[config.mk]
export PLATFORM = sky130hd
export DESIGN_NAME = reload_timer
export DESIGN_NICKNAME = d
export VERILOG_FILES = /design/src/rtl/timer_pkg.sv /design/src/rtl/timer_datapath.sv /design/src/rtl/timer_ctrl.sv /design/src/rtl/reload_timer.sv
export SDC_FILE = /design/constraint.sdc
export NUM_CORES = 1
export LEC_CHECK = 0
export ABC_AREA = 1
export BUFFER_PORTS_ARGS = -buffer_cell sky130_fd_sc_hd__buf_2
export CORE_ASPECT_RATIO = 1.5
export CORE_MARGIN = 1.5
export CORE_UTILIZATION = 30
export DETAILED_ROUTE_END_ITERATION = 10
export GPL_ROUTABILITY_DRIVEN = 0
export SYNTH_ARGS = -nofsm -noshare
export SYNTH_HDL_FRONTEND = slang
export SYNTH_SLANG_ARGS = --single-unit
[constraint.sdc]
create_clock -name clk -period 4.55 [get_ports clk]
set_input_delay 0.455 -clock clk [delete_from_list [all_inputs] [get_ports clk]]
set_output_delay 0.455 -clock clk [all_outputs]
set_load 0.005 [all_outputs]
[src/rtl/timer_pkg.sv]
package timer_pkg;

  localparam int TAP_W    = 2;
  localparam int NUM_TAPS = 2 ** TAP_W;
  localparam int TAP_STEP = 2;

  localparam logic [1:0] ADDR_RELOAD = 2'd0;
  localparam logic [1:0] ADDR_COUNT  = 2'd1;
  localparam logic [1:0] ADDR_CTRL   = 2'd2;
  localparam logic [1:0] ADDR_STATUS = 2'd3;

  // Packed MSB first: extSrc is bit 5, enable is bit 0.
  typedef struct packed {
    logic             extSrc;
    logic             irqEn;
    logic [TAP_W-1:0] tap;
    logic             contMode;
    logic             enable;
  } ctrl_t;

  localparam int CTRL_W = $bits(ctrl_t);

  typedef struct packed {
    logic             load;
    logic             run;
    logic             useExt;
    logic             contMode;
    logic [TAP_W-1:0] tap;
  } strobe_t;

endpackage

[src/rtl/timer_datapath.sv]
module timer_datapath
  import timer_pkg::*;
#(
  parameter int CNT_W       = 16,
  parameter int SYNC_STAGES = 2
) (
  input  logic             clk,
  input  logic             rstN,
  input  strobe_t          stb,
  input  logic [CNT_W-1:0] reloadVal,
  input  logic             evtPin,
  output logic [CNT_W-1:0] countVal,
  output logic             tcEvt,
  output logic             timerOut
);

  localparam int PRESC_W = TAP_STEP * NUM_TAPS;

  logic [PRESC_W-1:0]   prescQ;
  logic [NUM_TAPS-1:0]  tapHit;
  logic [SYNC_STAGES:0] syncQ;
  logic [CNT_W-1:0]     countQ;
  logic                 outQ;
  logic                 extTick, intTick, tick, atOne;

  // Tap i fires once every 2**(TAP_STEP*(i+1)) prescaler cycles.
  for (genvar g = 0; g < NUM_TAPS; g++) begin : gTap
    assign tapHit[g] = &prescQ[TAP_STEP*(g+1)-1:0];
  end

  // The synchronizer chain plus one extra stage for rising-edge detection.
  always_ff @(posedge clk or negedge rstN) begin
    if (!rstN) syncQ <= '0;
    else       syncQ <= {syncQ[SYNC_STAGES-1:0], evtPin};
  end

  assign extTick = syncQ[SYNC_STAGES-1] & ~syncQ[SYNC_STAGES];
  assign intTick = tapHit[stb.tap];
  assign tick    = stb.run & ~stb.load & (stb.useExt ? extTick : intTick);
  assign atOne   = (countQ == CNT_W'(1));
  assign tcEvt   = tick & atOne;

  always_ff @(posedge clk or negedge rstN) begin
    if (!rstN)                        prescQ <= '0;
    else if (stb.load)                prescQ <= '0;
    else if (stb.run && !stb.useExt)  prescQ <= prescQ + PRESC_W'(1);
  end

  always_ff @(posedge clk or negedge rstN) begin
    if (!rstN) begin
      countQ <= '0;
    end else if (stb.load) begin
      countQ <= reloadVal;
    end else if (tick) begin
      if (atOne) countQ <= stb.contMode ? reloadVal : '0;
      else       countQ <= countQ - CNT_W'(1);
    end
  end

  always_ff @(posedge clk or negedge rstN) begin
    if (!rstN)      outQ <= 1'b0;
    else if (tcEvt) outQ <= ~outQ;
  end

  assign countVal = countQ;
  assign timerOut = outQ;

endmodule

[src/rtl/timer_ctrl.sv]
module timer_ctrl
  import timer_pkg::*;
#(
  parameter int CNT_W = 16
) (
  input  logic             clk,
  input  logic             rstN,
  input  logic             busSel,
  input  logic             busWr,
  input  logic [1:0]       busAddr,
  input  logic [CNT_W-1:0] busWdata,
  output logic [CNT_W-1:0] busRdata,
  input  logic [CNT_W-1:0] countVal,
  input  logic             tcEvt,
  output strobe_t          stb,
  output ctrl_t            cfg,
  output logic [CNT_W-1:0] reloadVal,
  output logic             statusFlag,
  output logic             irq
);

  ctrl_t            cfgQ, newCfg;
  logic [CNT_W-1:0] reloadQ;
  logic             flagQ;
  logic             wrReload, wrCtrl, rdStatus;

  assign wrReload = busSel & busWr & (busAddr == ADDR_RELOAD);
  assign wrCtrl   = busSel & busWr & (busAddr == ADDR_CTRL);
  assign rdStatus = busSel & ~busWr & (busAddr == ADDR_STATUS);
  assign newCfg   = ctrl_t'(busWdata[CTRL_W-1:0]);

  always_ff @(posedge clk or negedge rstN) begin
    if (!rstN)         reloadQ <= '0;
    else if (wrReload) reloadQ <= busWdata;
  end

  // A software write wins over the hardware stop at the end of a single pass.
  always_ff @(posedge clk or negedge rstN) begin
    if (!rstN)                           cfgQ <= '0;
    else if (wrCtrl)                     cfgQ <= newCfg;
    else if (tcEvt && !cfgQ.contMode)    cfgQ.enable <= 1'b0;
  end

  // Set beats clear so that no terminal count is lost.
  always_ff @(posedge clk or negedge rstN) begin
    if (!rstN)         flagQ <= 1'b0;
    else if (tcEvt)    flagQ <= 1'b1;
    else if (rdStatus) flagQ <= 1'b0;
  end

  always_comb begin
    stb          = '0;
    stb.load     = wrCtrl & newCfg.enable & ~cfgQ.enable;
    stb.run      = cfgQ.enable;
    stb.useExt   = cfgQ.extSrc;
    stb.contMode = cfgQ.contMode;
    stb.tap      = cfgQ.tap;
  end

  always_comb begin
    unique case (busAddr)
      ADDR_RELOAD: busRdata = reloadQ;
      ADDR_COUNT:  busRdata = countVal;
      ADDR_CTRL:   busRdata = {{(CNT_W-CTRL_W){1'b0}}, cfgQ};
      default:     busRdata = {{(CNT_W-1){1'b0}}, flagQ};
    endcase
  end

  assign cfg        = cfgQ;
  assign reloadVal  = reloadQ;
  assign statusFlag = flagQ;
  assign irq        = flagQ & cfgQ.irqEn;

endmodule

[src/rtl/reload_timer.sv]
module reload_timer
  import timer_pkg::*;
#(
  parameter int CNT_W       = 16,
  parameter int SYNC_STAGES = 2
) (
  input  logic             clk,
  input  logic             rstN,
  input  logic             busSel,
  input  logic             busWr,
  input  logic [1:0]       busAddr,
  input  logic [CNT_W-1:0] busWdata,
  output logic [CNT_W-1:0] busRdata,
  input  logic             evtPin,
  output logic             irq,
  output logic             timerOut
);

  strobe_t          stb;
  ctrl_t            cfg;
  logic [CNT_W-1:0] reloadVal, countVal;
  logic             tcEvt, statusFlag;

  timer_ctrl #(.CNT_W(CNT_W)) u_ctrl (
    .clk(clk), .rstN(rstN),
    .busSel(busSel), .busWr(busWr), .busAddr(busAddr),
    .busWdata(busWdata), .busRdata(busRdata),
    .countVal(countVal), .tcEvt(tcEvt),
    .stb(stb), .cfg(cfg), .reloadVal(reloadVal),
    .statusFlag(statusFlag), .irq(irq)
  );

  timer_datapath #(.CNT_W(CNT_W), .SYNC_STAGES(SYNC_STAGES)) u_dp (
    .clk(clk), .rstN(rstN),
    .stb(stb), .reloadVal(reloadVal), .evtPin(evtPin),
    .countVal(countVal), .tcEvt(tcEvt), .timerOut(timerOut)
  );

endmodule

==> metrics.txt, run 1 <==
status finished, final reports clean; port bufs 40; Place WS between 2 and 2.5 ns; core area between 9000 and 10000 um^2; endpoints failing hold 0; post-route ant nets 0; crit path launch type input pin; Mapped Cells approximately 400; Pins Over Slew Limit 0; Crit path arrival time ~1.6 ns; DRT Pass-1 Iters 4; RSZ-0062 raised after global routing no; Clock Tree Root clkbuf_16; Setup crit end kind primary output; Synth Cell Area between 2000 and 3000 um^2; antenna violations before repair 0; register area share after synthesis between 40 and 50%; later-pin clock latency in the skew report 0.30 ns; Area Overhead vs Synth 15.5%; final cycle utilization of the critical path 45.2%; clock sink count 51; MaxCap Viol Count 0; drt initial violations 127; total CTS buffers 5; # hold bufs at CTS 0; Reg clk slew, reported paths roughly 0.07 ns; simple-gate portion of the synthesized area roughly a third; die width between 80 and 90 um; most frequent CP cell buf_2; Inserted Diodes 0; Peak VDD IR roughly 0.19 mV; H-tree levels 2; biggest cell delay along the critical path 0.57 ns; DP Wirelength 5660 um; XOR/XNOR Fraction of Synth Area approximately 1.2%; Initial Util around 30%; Die Height about 130 um; compound-gate portion of the synthesized area between 8 and 9%; via count roughly 2700; DRC 0; post-CTS sizing 0; clock tree buffer depth 2; final layout net count ~470; Setup CP Type input pin to primary output; # IOs slightly above 40; adder-cell share of the synthesized area between 1 and 1.5%; CTS tree done; Worst EP required around 4.1 ns; largest net degree at the start of global routing 52; Rel. slew slack ~51%; Leakage 1.78 nW; flops & latches, synth 51; synth top area cells dfrtp_1 (43%), nand2_1 (19%), nor2_1 (5.7%); hold crit path type input pin to flop; critical path buffer and inverter count 2; PnR worst setup slack roughly 2.5 ns; Worst Max-Slew Pin Slew about 0.74 ns; CP top delay family simple AND/OR/NAND/NOR gates; Total GRT Usage ~15%; gr ovfl total 0; Synth area leader dfrtp_1; number of global-route vias before repair 2761; via/cell ratio 4.81; die area between 10000 and 15000 um^2; Worst Skew ~0.007 ns; final WL 7600 um; Post CTS Setup Buffer Count 0; Rows 44; Critical Path, Cell by Cell buf_2 -> nor2_2 -> nand2_1 -> o21ai_0 -> buf_2; PwrDens around 510 nW/um^2; share of the synthesized area in the top cell type 42.7%; layout cell share with drive strength beyond 1 between 10% and 20%; largest family of logic cells by synthesized area simple AND/OR/NAND/NOR gates; multiplexer share of the synthesized area ~4.9%; final setup vio count 0; Avg Inst Size Synth approximately 7.3 um^2; synth warn 0; DR WL/cell between 10 and 15 um; first-pass GRT wire length ~13000 um; fmax 486 MHz; fin crit period around 2 ns; Yosys cell types 31; critical path's slowest cell nor2_2; Crit Path Max Fanout 17; Setup TNS Final 0 ns; Synth Net Count 434
## state kept, by name (all words and copies together) (netlist names)
signal / count
u_ctrl.cfg: 6
u_dp.prescQ: 8
u_dp.syncQ: 3
u_ctrl.statusFlag: 1
u_dp.countVal: 16
u_dp.timerOut: 1
u_ctrl.reloadVal: 16
## synthesized netlist by cell type
cell type and count:
a21oi_1 5, a22o_1 1, and3_1 1, buf_2 2
buf_4 1, buf_6 3, clkbuf_1 2, dfrtp_1 51
ha_1 3, inv_1 44, inv_2 1, mux2_2 13
nand2_1 154, nand2_2 2, nand2_4 2, nand3_1 22
nand3_4 2, nand3b_1 1, nand4_1 2, nor2_1 45
nor2_2 1, nor2_8 1, nor3_1 3, nor3b_1 2
o2111ai_1 1, o211ai_1 3, o21ai_0 33, o21ai_1 1
o221ai_1 2, xnor2_1 2, xor2_1 2
## cells in the final DEF (no fill, tap or decap), drive strengths merged
master,netlist,final
nand3,24,24
a22o,1,1
o21ai,34,34
clkbuf,2,5
o211ai,3,3
dfrtp,51,51
and3,1,1
xnor2,2,2
nor3b,2,2
nor3,3,3
o221ai,2,2
nor2,47,47
nand3b,1,1
bufinv,0,1
mux2,13,13
xor2,2,2
buf,6,41
clkinvlp,0,1
a21oi,5,5
o2111ai,1,1
ha,3,3
inv,45,46
nand2,158,158
nand4,2,2
## where the power goes
group | switching, mW | internal [mW] | total [mW]
Combinational | 0.363 | 0.222 | 0.585
Clock | 0.176 | 0.262 | 0.438
Sequential | 0.145 | 0.585 | 0.730
Total | 0.684 | 1.07 | 1.75
## layer usage
metal  part of all wire (%)  wire length, um  GRT usage, %  vias to the layer above
li1                       -                -             -                     1364
met1                     43             3300          18.8                     1273
met2                     49             3740          26.5                       57
met3                    4.2              317          2.51                       17
met4                    3.2              244          6.74                        0
met5                      0                0             0                        -
## kinds of logic after synthesis
| group | Yosys count |
|---|---|
| AOI/OAI and AO/OA | 46 |
| and+or+nand+nor | 238 |
| buffers and inverters | 53 |
| DFF | 51 |
| adders and majority gates | 3 |
| muxes | 13 |
| xor gates and xnor gates | 4 |
## per-stage QoR
| step | util, % | hold slack, ns | cells | cell area, um^2 | total power, mW |
|---|---|---|---|---|---|
| finish | 35.6 | 0.261 | 564 | 3450 | 1.75 |
| global route | 35.6 | 0.256 | 564 | 3450 | 1.90 |
| CTS | 35.6 | 0.255 | 564 | 3450 | 1.77 |
| detailed placement | 33.8 | 0.338 | 556 | 3280 | 1.32 |
| global placement | 33.8 | 0.341 | 556 | 3280 | 1.31 |
| floorplan | - | 0.159 | 408 | 2990 | 1.13 |
## layout make-up
| class | instances | area (um^2) |
|---|---|---|
| Inverter | 45 | 169 |
| Sequential cell | 51 | 1280 |
| Timing Repair Buffer | 41 | 208 |
| Tap cell | 115 | 144 |
| Fill cell | 1049 | 6240 |
| Multi-Input combinational cell | 304 | 1480 |
| Clock inverter | 3 | 46.3 |
| Clock buffer | 5 | 125 |
## final timing paths
check | slack, ns | startpoint | cells after the start | end
setup / recovery | 2.49 | busAddr[1] | 5 | busRdata[13]
hold / removal | 0.26 | evtPin | 1 | u_dp.syncQ[0]$_DFF_PN0_
setup reg to reg | 2.61 | u_dp.countVal[0]$_DFFE_PN0P_ | 12 | u_dp.countVal[10]$_DFFE_PN0P_
hold reg to reg | 0.35 | u_dp.syncQ[0]$_DFF_PN0_ | 0 | u_dp.syncQ[1]$_DFF_PN0_
max in group asynchronous | 3.84 | rstN | 2 | u_dp.countVal[3]$_DFFE_PN0P_
min in group asynchronous | 0.28 | rstN | 2 | u_dp.syncQ[2]$_DFF_PN0_
(Power assumes the default switching activity.)
==> inputs of run 2 (changes only) <==
--- a/config.mk
+++ b/config.mk
@@ -5,7 +5,7 @@
 export SDC_FILE = /design/constraint.sdc
 export NUM_CORES = 1
 export LEC_CHECK = 0
-export ABC_AREA = 1
+export ABC_AREA = 0
 export BUFFER_PORTS_ARGS = -buffer_cell sky130_fd_sc_hd__buf_2
 export CORE_ASPECT_RATIO = 1.5
 export CORE_MARGIN = 1.5
==> constraint.sdc (replaced) <==
create_clock -name clk -period 1.7 [get_ports clk]
set_input_delay 0.17 -clock clk [delete_from_list [all_inputs] [get_ports clk]]
set_output_delay 0.17 -clock clk [all_outputs]
set_load 0.005 [all_outputs]
==> metrics.txt, run 2 <==
Setup TNS Final -4.92 ns (-4.92 ns); via count 2911 (+7.4%); drt initial violations 167 (+31%); Setup CP Type flop to flop; fin util 45.2% (+9.6 points); fin crit period approximately 2.1 ns; CTS tree done; share of the synthesized area in the top cell type 43.6% (+0.82 points); Avg Inst Size Synth 9.54 um^2 (+30%); Pins Over Slew Limit 0 (unchanged); most frequent cells in the layout buf_4 (71), dfrtp_1 (50), buf_2 (40), nand2_1 (34), nor2_1 (23); endpoints failing hold 0 (unchanged); via/cell ratio 5.40 (+12%); Critical Path, Cell by Cell inv_1 -> ha_1 -> or3b_4 -> or3_1 -> or4_1 -> a31oi_1 -> a21o_1; Worst Skew 0.00815 ns (+0.00100 ns); RSZ-0062 raised after global routing yes; register area share after synthesis 43.6% (+0.82 points); CP top delay family simple AND/OR/NAND/NOR gates; P_sw 1.64 mW (+140%); Design Area, Final 4330 um^2 (+25%); critical path's slowest cell or4_1; Register-to-Register Path Depth 7 (-5); die area 10400 um^2 (-1.8%); Rel. slew slack 67.5% (+17 points); DP Wirelength 6870 um (+21%); DR WL/cell 17.8 um (+32%); DRC 0 (unchanged); PwrDens 1130 nW/um^2 (+120%); Synth Net Count 333 (-23%); Inserted Diodes 0 (unchanged); failing checks setup timing; critical path buffer and inverter count 1 (-1); PnR worst setup slack -0.439 ns (-2.93 ns); DRT Pass-1 Iters 4 (unchanged); Critical Path Stages 7 (+2); final cycle utilization of the critical path 126%; clock sink count 51 (unchanged); Yosys cell types 51 (+65%); post-route ant nets 0 (unchanged); Initial Util 30.6% (-0.23 points); port bufs 40 (unchanged); Crit path arrival time 2.37 ns (+0.77 ns); Synth Cell Area 2930 um^2 (-1.9%); number of global-route vias before repair 2893 (+4.8%); clock tree buffer depth 2 (unchanged); hold depth 3 (+2); R2R Setup Slk -0.44 ns (-3.05 ns); Rows 44 (unchanged); Sw Ratio 33.5% (-5.5 points); Synth async-reset ratio 100% (unchanged); Fin Hold WS 0.0841 ns (-0.177 ns); synth top area cells dfrtp_1 (44%), mux2_2 (6.2%), mux2i_1 (5.1%); layout cell share with drive strength beyond 1 46.5% (+31 points); Peak VDD IR 0.720 mV (+280%); largest net degree at the start of global routing 52 (unchanged); final layout net count 450 (-5.1%); biggest cell delay along the critical path 0.42 ns (-0.15 ns); fmax between 400 and 500 MHz; Clock Tree Root clkbuf_16; part of the power in combinational logic 39.2% (+5.8 points); H-tree levels 2 (unchanged); Mapped Cells 307 (-25%); Area after DPL 3810 um^2 (+16%); main flop type after synthesis dfrtp_1; Synth area leader dfrtp_1; die width 83.7 um (-0.91%); clock share of power 23.3% (-1.7 points); total CTS buffers 5 (unchanged); crit path launch type flop; synth warn 0 (unchanged); hold crit path type input pin to flop; Reg clk slew, reported paths 0.07 ns (about the same); Post-synth EDFFs 0 (unchanged); Leakage 1.96 nW (+10%); antenna violations before repair 0 (unchanged); core area 9580 um^2 (-1.1%); count leader, synth dfrtp_1; Post-synth top cells dfrtp_1 (51), nand2_1 (38), nor2_1 (27), o21ai_0 (19), mux2_2 (16); first-pass GRT wire length 15000 um (+14%); final setup vio count 19 (+19); # IOs 41 (unchanged); share of power burned in registers 37.5% (-4.1 points); Crit Path Max Fanout 4 (-13); Total GRT Usage 18.6% (+3.2 points); Setup crit end kind flop; status finished, violations left; MaxCap Viol Count 0 (unchanged); flops & latches, synth 51 (unchanged); commonest non-fill, non-tap cell in the layout buf_4; later-pin clock latency in the skew report 0.29 ns (about the same); Worst Max-Slew Pin Slew 0.483 ns (-0.257 ns); Pint 3.25 mW (+200%); final WL 9590 um (+26%); Area Overhead vs Synth 47.8%; Worst EP required 1.93 ns (-2.16 ns); gr ovfl total 0 (unchanged); Die Height 124 um (-0.93%)
-- run 2: cells by family after synthesis --
kind of cell	synth area share, %
AO/OA/AOI/OAI	14.2
AND/OR/NAND/NOR	23.3
buffers and inverters	3.84
flip-flops	43.6
multiplexers	12.0
adder cells (fa/ha/maj)	1.28
XOR/XNOR	1.79
-- run 2: per-stage QoR --
step | instances | setup slack, ns | power [mW]
6_report | 539 | -0.439 | 4.88
5_1_grt | 539 | -0.474 | 5.15
4_1_cts | 534 | -0.435 | 4.78
3_5_place_dp | 518 | -0.431 | 3.50
3_3_place_gp | 518 | -0.463 | 3.45
2_1_floorplan | 307 | -0.429 | 2.61
-- run 2: area by class of cell --
cell class              count  area (um^2)
clock buffers               6          129
clock inverters             1         30.0
fillers                   932         5250
inverters                   5         18.8
multi-input cells         232         1790
flip-flops and latches     51         1280
well taps                 115          144
repair buffers            129          942
-- run 2: final timing paths --
path,end,startpoint
setup / recovery,u_dp.countVal[14]$_DFFE_PN0P_,u_dp.countVal[0]$_DFFE_PN0P_
setup reg to reg,u_dp.countVal[14]$_DFFE_PN0P_,u_dp.countVal[0]$_DFFE_PN0P_
hold reg to reg,u_dp.syncQ[1]$_DFF_PN0_,u_dp.syncQ[0]$_DFF_PN0_
max in group asynchronous,u_ctrl.cfg[0]$_DFFE_PN0P_,rstN
min in group asynchronous,u_dp.prescQ[0]$_DFFE_PN0P_,rstN
hold / removal,u_ctrl.cfg[4]$_DFFE_PN0N_,busWdata[4]
-- run 2: per-layer routing --
metal	wire length, um	track usage [%]	vias to the layer above
met2	5120	35.0	106
met5	0	0	-
met4	281	7.99	0
li1	-	-	1358
met3	387	2.58	25
met1	3800	21.0	1422
-- run 2: power groups by stage --
| stage | combinational (mW) | sequential [mW] | clock (mW) |
|---|---|---|---|
| 2_1_floorplan | 0.835 | 1.78 | 0 |
| 3_3_place_gp | 1.63 | 1.81 | 0 |
| 3_5_place_dp | 1.67 | 1.83 | 0 |
| 4_1_cts | 1.81 | 1.82 | 1.15 |
| 5_1_grt | 2.09 | 1.87 | 1.20 |
| 6_report | 1.91 | 1.83 | 1.14 |
-- run 2: tightest hold or removal path: cells and delay by family --
family | cells | cell delay [ns]
buf+inv | 1 | 0.08
simple gates | 2 | 0.09
-- run 2: timing repair --
item | 4_1_cts | 5_1_grt
hold buffers | 2 | 0
endpoints found under the hold margin | 52 | 0
cloned | 1 | 0
setup endpoints to repair | 21 | 20
setup buffers | 6 | 5
gates resized for setup | 31 | 28
pin swaps | 8 | 15
==> inputs of run 3 (changes only) <==
--- a/config.mk
+++ b/config.mk
@@ -15,3 +15,4 @@
 export SYNTH_ARGS = -nofsm -noshare
 export SYNTH_HDL_FRONTEND = slang
 export SYNTH_SLANG_ARGS = --single-unit
+export TNS_END_PERCENT = 1
==> metrics.txt, run 3 (synthesized netlist as in run 2, its figures left out) <==
status finished, violations left; failing checks setup timing; multi-input logic area 1700 um^2 (-4.9%); antenna violations before repair 0 (unchanged); Rows 44 (unchanged); die width 83.7 um (unchanged); DRC 0 (unchanged); FILL cells 962 (+3.2%); Worst EP required 1.94 ns (about the same); Clock Tree Root clkbuf_16; total power 4.74 mW (-2.9%); H-tree levels 2 (unchanged); met2 WL post-DR 4990 um (-2.6%); number of global-route vias before repair 3006 (+3.9%); final setup vio count 19 (unchanged); Setup CP Type flop to flop; Peak VDD IR 0.774 mV (+7.5%); layout cell share with drive strength beyond 1 42.7% (-3.7 points); Met1 Routed Length 3730 um (-1.9%); Area Overhead vs Synth 42.3%; endpoints failing hold 0 (unchanged); PnR worst setup slack -0.454 ns (-0.0153 ns); highest metal used met4; Design Area, Final 4170 um^2 (-3.7%); fin crit period 2.15 ns (+0.0153 ns); # IOs 41 (unchanged); RSZ-0062 raised after global routing yes; DRT Pass-1 Iters 4 (unchanged); Reg clk slew, reported paths 0.07 ns (about the same); placed cell count 523 (+0.97%); core area 9580 um^2 (unchanged); drt initial violations 147 (-12%); die area 10400 um^2 (unchanged); Die Height 124 um (unchanged); commonest non-fill, non-tap cell in the layout buf_4; DP Wirelength 6820 um (-0.72%); Rel. slew slack 74.6% (+7.1 points); most frequent cells in the layout buf_4 (76), dfrtp_1 (50), buf_2 (40), nand2_1 (37), nor2_1 (24); gr ovfl total 0 (unchanged); final WL 9250 um (-3.6%); final layout net count 444 (-1.3%); Setup crit end kind flop; Worst Skew 0.00944 ns (+0.00130 ns); Area after DPL 3800 um^2 (-0.13%); Crit path arrival time 2.40 ns (+0.03 ns); largest net degree at the start of global routing 52 (unchanged); clock sink count 51 (unchanged); final cycle utilization of the critical path 127% (+0.90 points); fmax 464 MHz (-0.71%); via/cell ratio 5.33 (-1.3%); Initial Util 30.6% (unchanged); Leakage 1.91 nW (-2.9%); port bufs 40 (unchanged); later-pin clock latency in the skew report 0.30 ns (about the same); Inserted Diodes 0 (unchanged); hold crit path type input pin to flop; clock tree buffer depth 2 (unchanged); Pins Over Slew Limit 0 (unchanged); Crit Path Max Fanout 7 (+3); Place WS -0.390 ns (+0.0417 ns); crit path launch type flop; post-route ant nets 0 (unchanged); Seq. cell area 1280 um^2 (unchanged); fin util 43.5% (-1.7 points); DR WL/cell 17.3 um (-2.7%); Worst Max-Slew Pin Slew 0.379 ns (-0.105 ns); PwrDens 1140 nW/um^2 (+0.89%); Total GRT Usage 18.4% (-0.19 points); first-pass GRT wire length 15200 um (+0.87%); CTS tree done; via count 2847 (-2.2%); final std cells w/o fill 534 (-0.93%); Fin Hold WS 0.0821 ns (-0.00202 ns); WL met3 237 um (-39%); Setup TNS Final -5.49 ns (-0.563 ns); MaxCap Viol Count 0 (unchanged); total CTS buffers 5 (unchanged)
==> run 3: routing by layer <==
layer  vias to the layer above  global-route usage, %
met5                         -                      0
met4                         0                   7.79
met3                        21                   2.65
met2                        64                   34.7
met1                      1417                   20.7
li1                       1345                      -
==> run 3: layout make-up <==
class / instances / share of cell area (%)
Clock inverter: 1 / 0.180
Multi-Input combinational cell: 231 / 40.8
Tap cell: 115 / 3.45
Inverter: 5 / 0.450
Sequential cell: 51 / 30.7
Timing Repair Buffer: 124 / 20.8
Clock buffer: 7 / 3.66
==> run 3: path summary, 6_finish.rpt <==
check,from,to,slack (ns),cells past startpoint
min reg2reg,u_dp.syncQ[0]$_DFF_PN0_,u_dp.syncQ[1]$_DFF_PN0_,0.35,0
max,u_dp.countVal[4]$_DFFE_PN0P_,u_dp.countVal[14]$_DFFE_PN0P_,-0.45,5
min,busWdata[5],u_ctrl.cfg[5]$_DFFE_PN0N_,0.08,3
min in group asynchronous,rstN,u_dp.prescQ[0]$_DFFE_PN0P_,0.39,3
max in group asynchronous,rstN,u_dp.countVal[11]$_DFFE_PN0P_,1.06,3
max reg2reg,u_dp.countVal[4]$_DFFE_PN0P_,u_dp.countVal[14]$_DFFE_PN0P_,-0.45,5
==> run 3: report_power, final <==
part / total [mW] / leakage, nW / switching [mW] / internal (mW)
Clock: 1.09 / 0.0761 / 0.464 / 0.627
Combinational: 1.83 / 1.21 / 0.841 / 0.989
Sequential: 1.82 / 0.618 / 0.297 / 1.53
==> run 3: worst max-delay path: stages, from the launching register on <==
cell and delay (ns):
dfrtp_1 0.42, or4_4 0.61, or3_1 0.36, or4_4 0.44, a31oi_4 0.18, a21o_1 0.10
==> run 3: repair_timing <==
item | in CTS | in global routing
endpoints found under the hold margin | 52 | 0
buffers inserted | 0 | 1
hold buffers | 2 | 0
pin swaps | 7 | 6
setup endpoints to repair | 19 | 22
resized for setup | 20 | 18
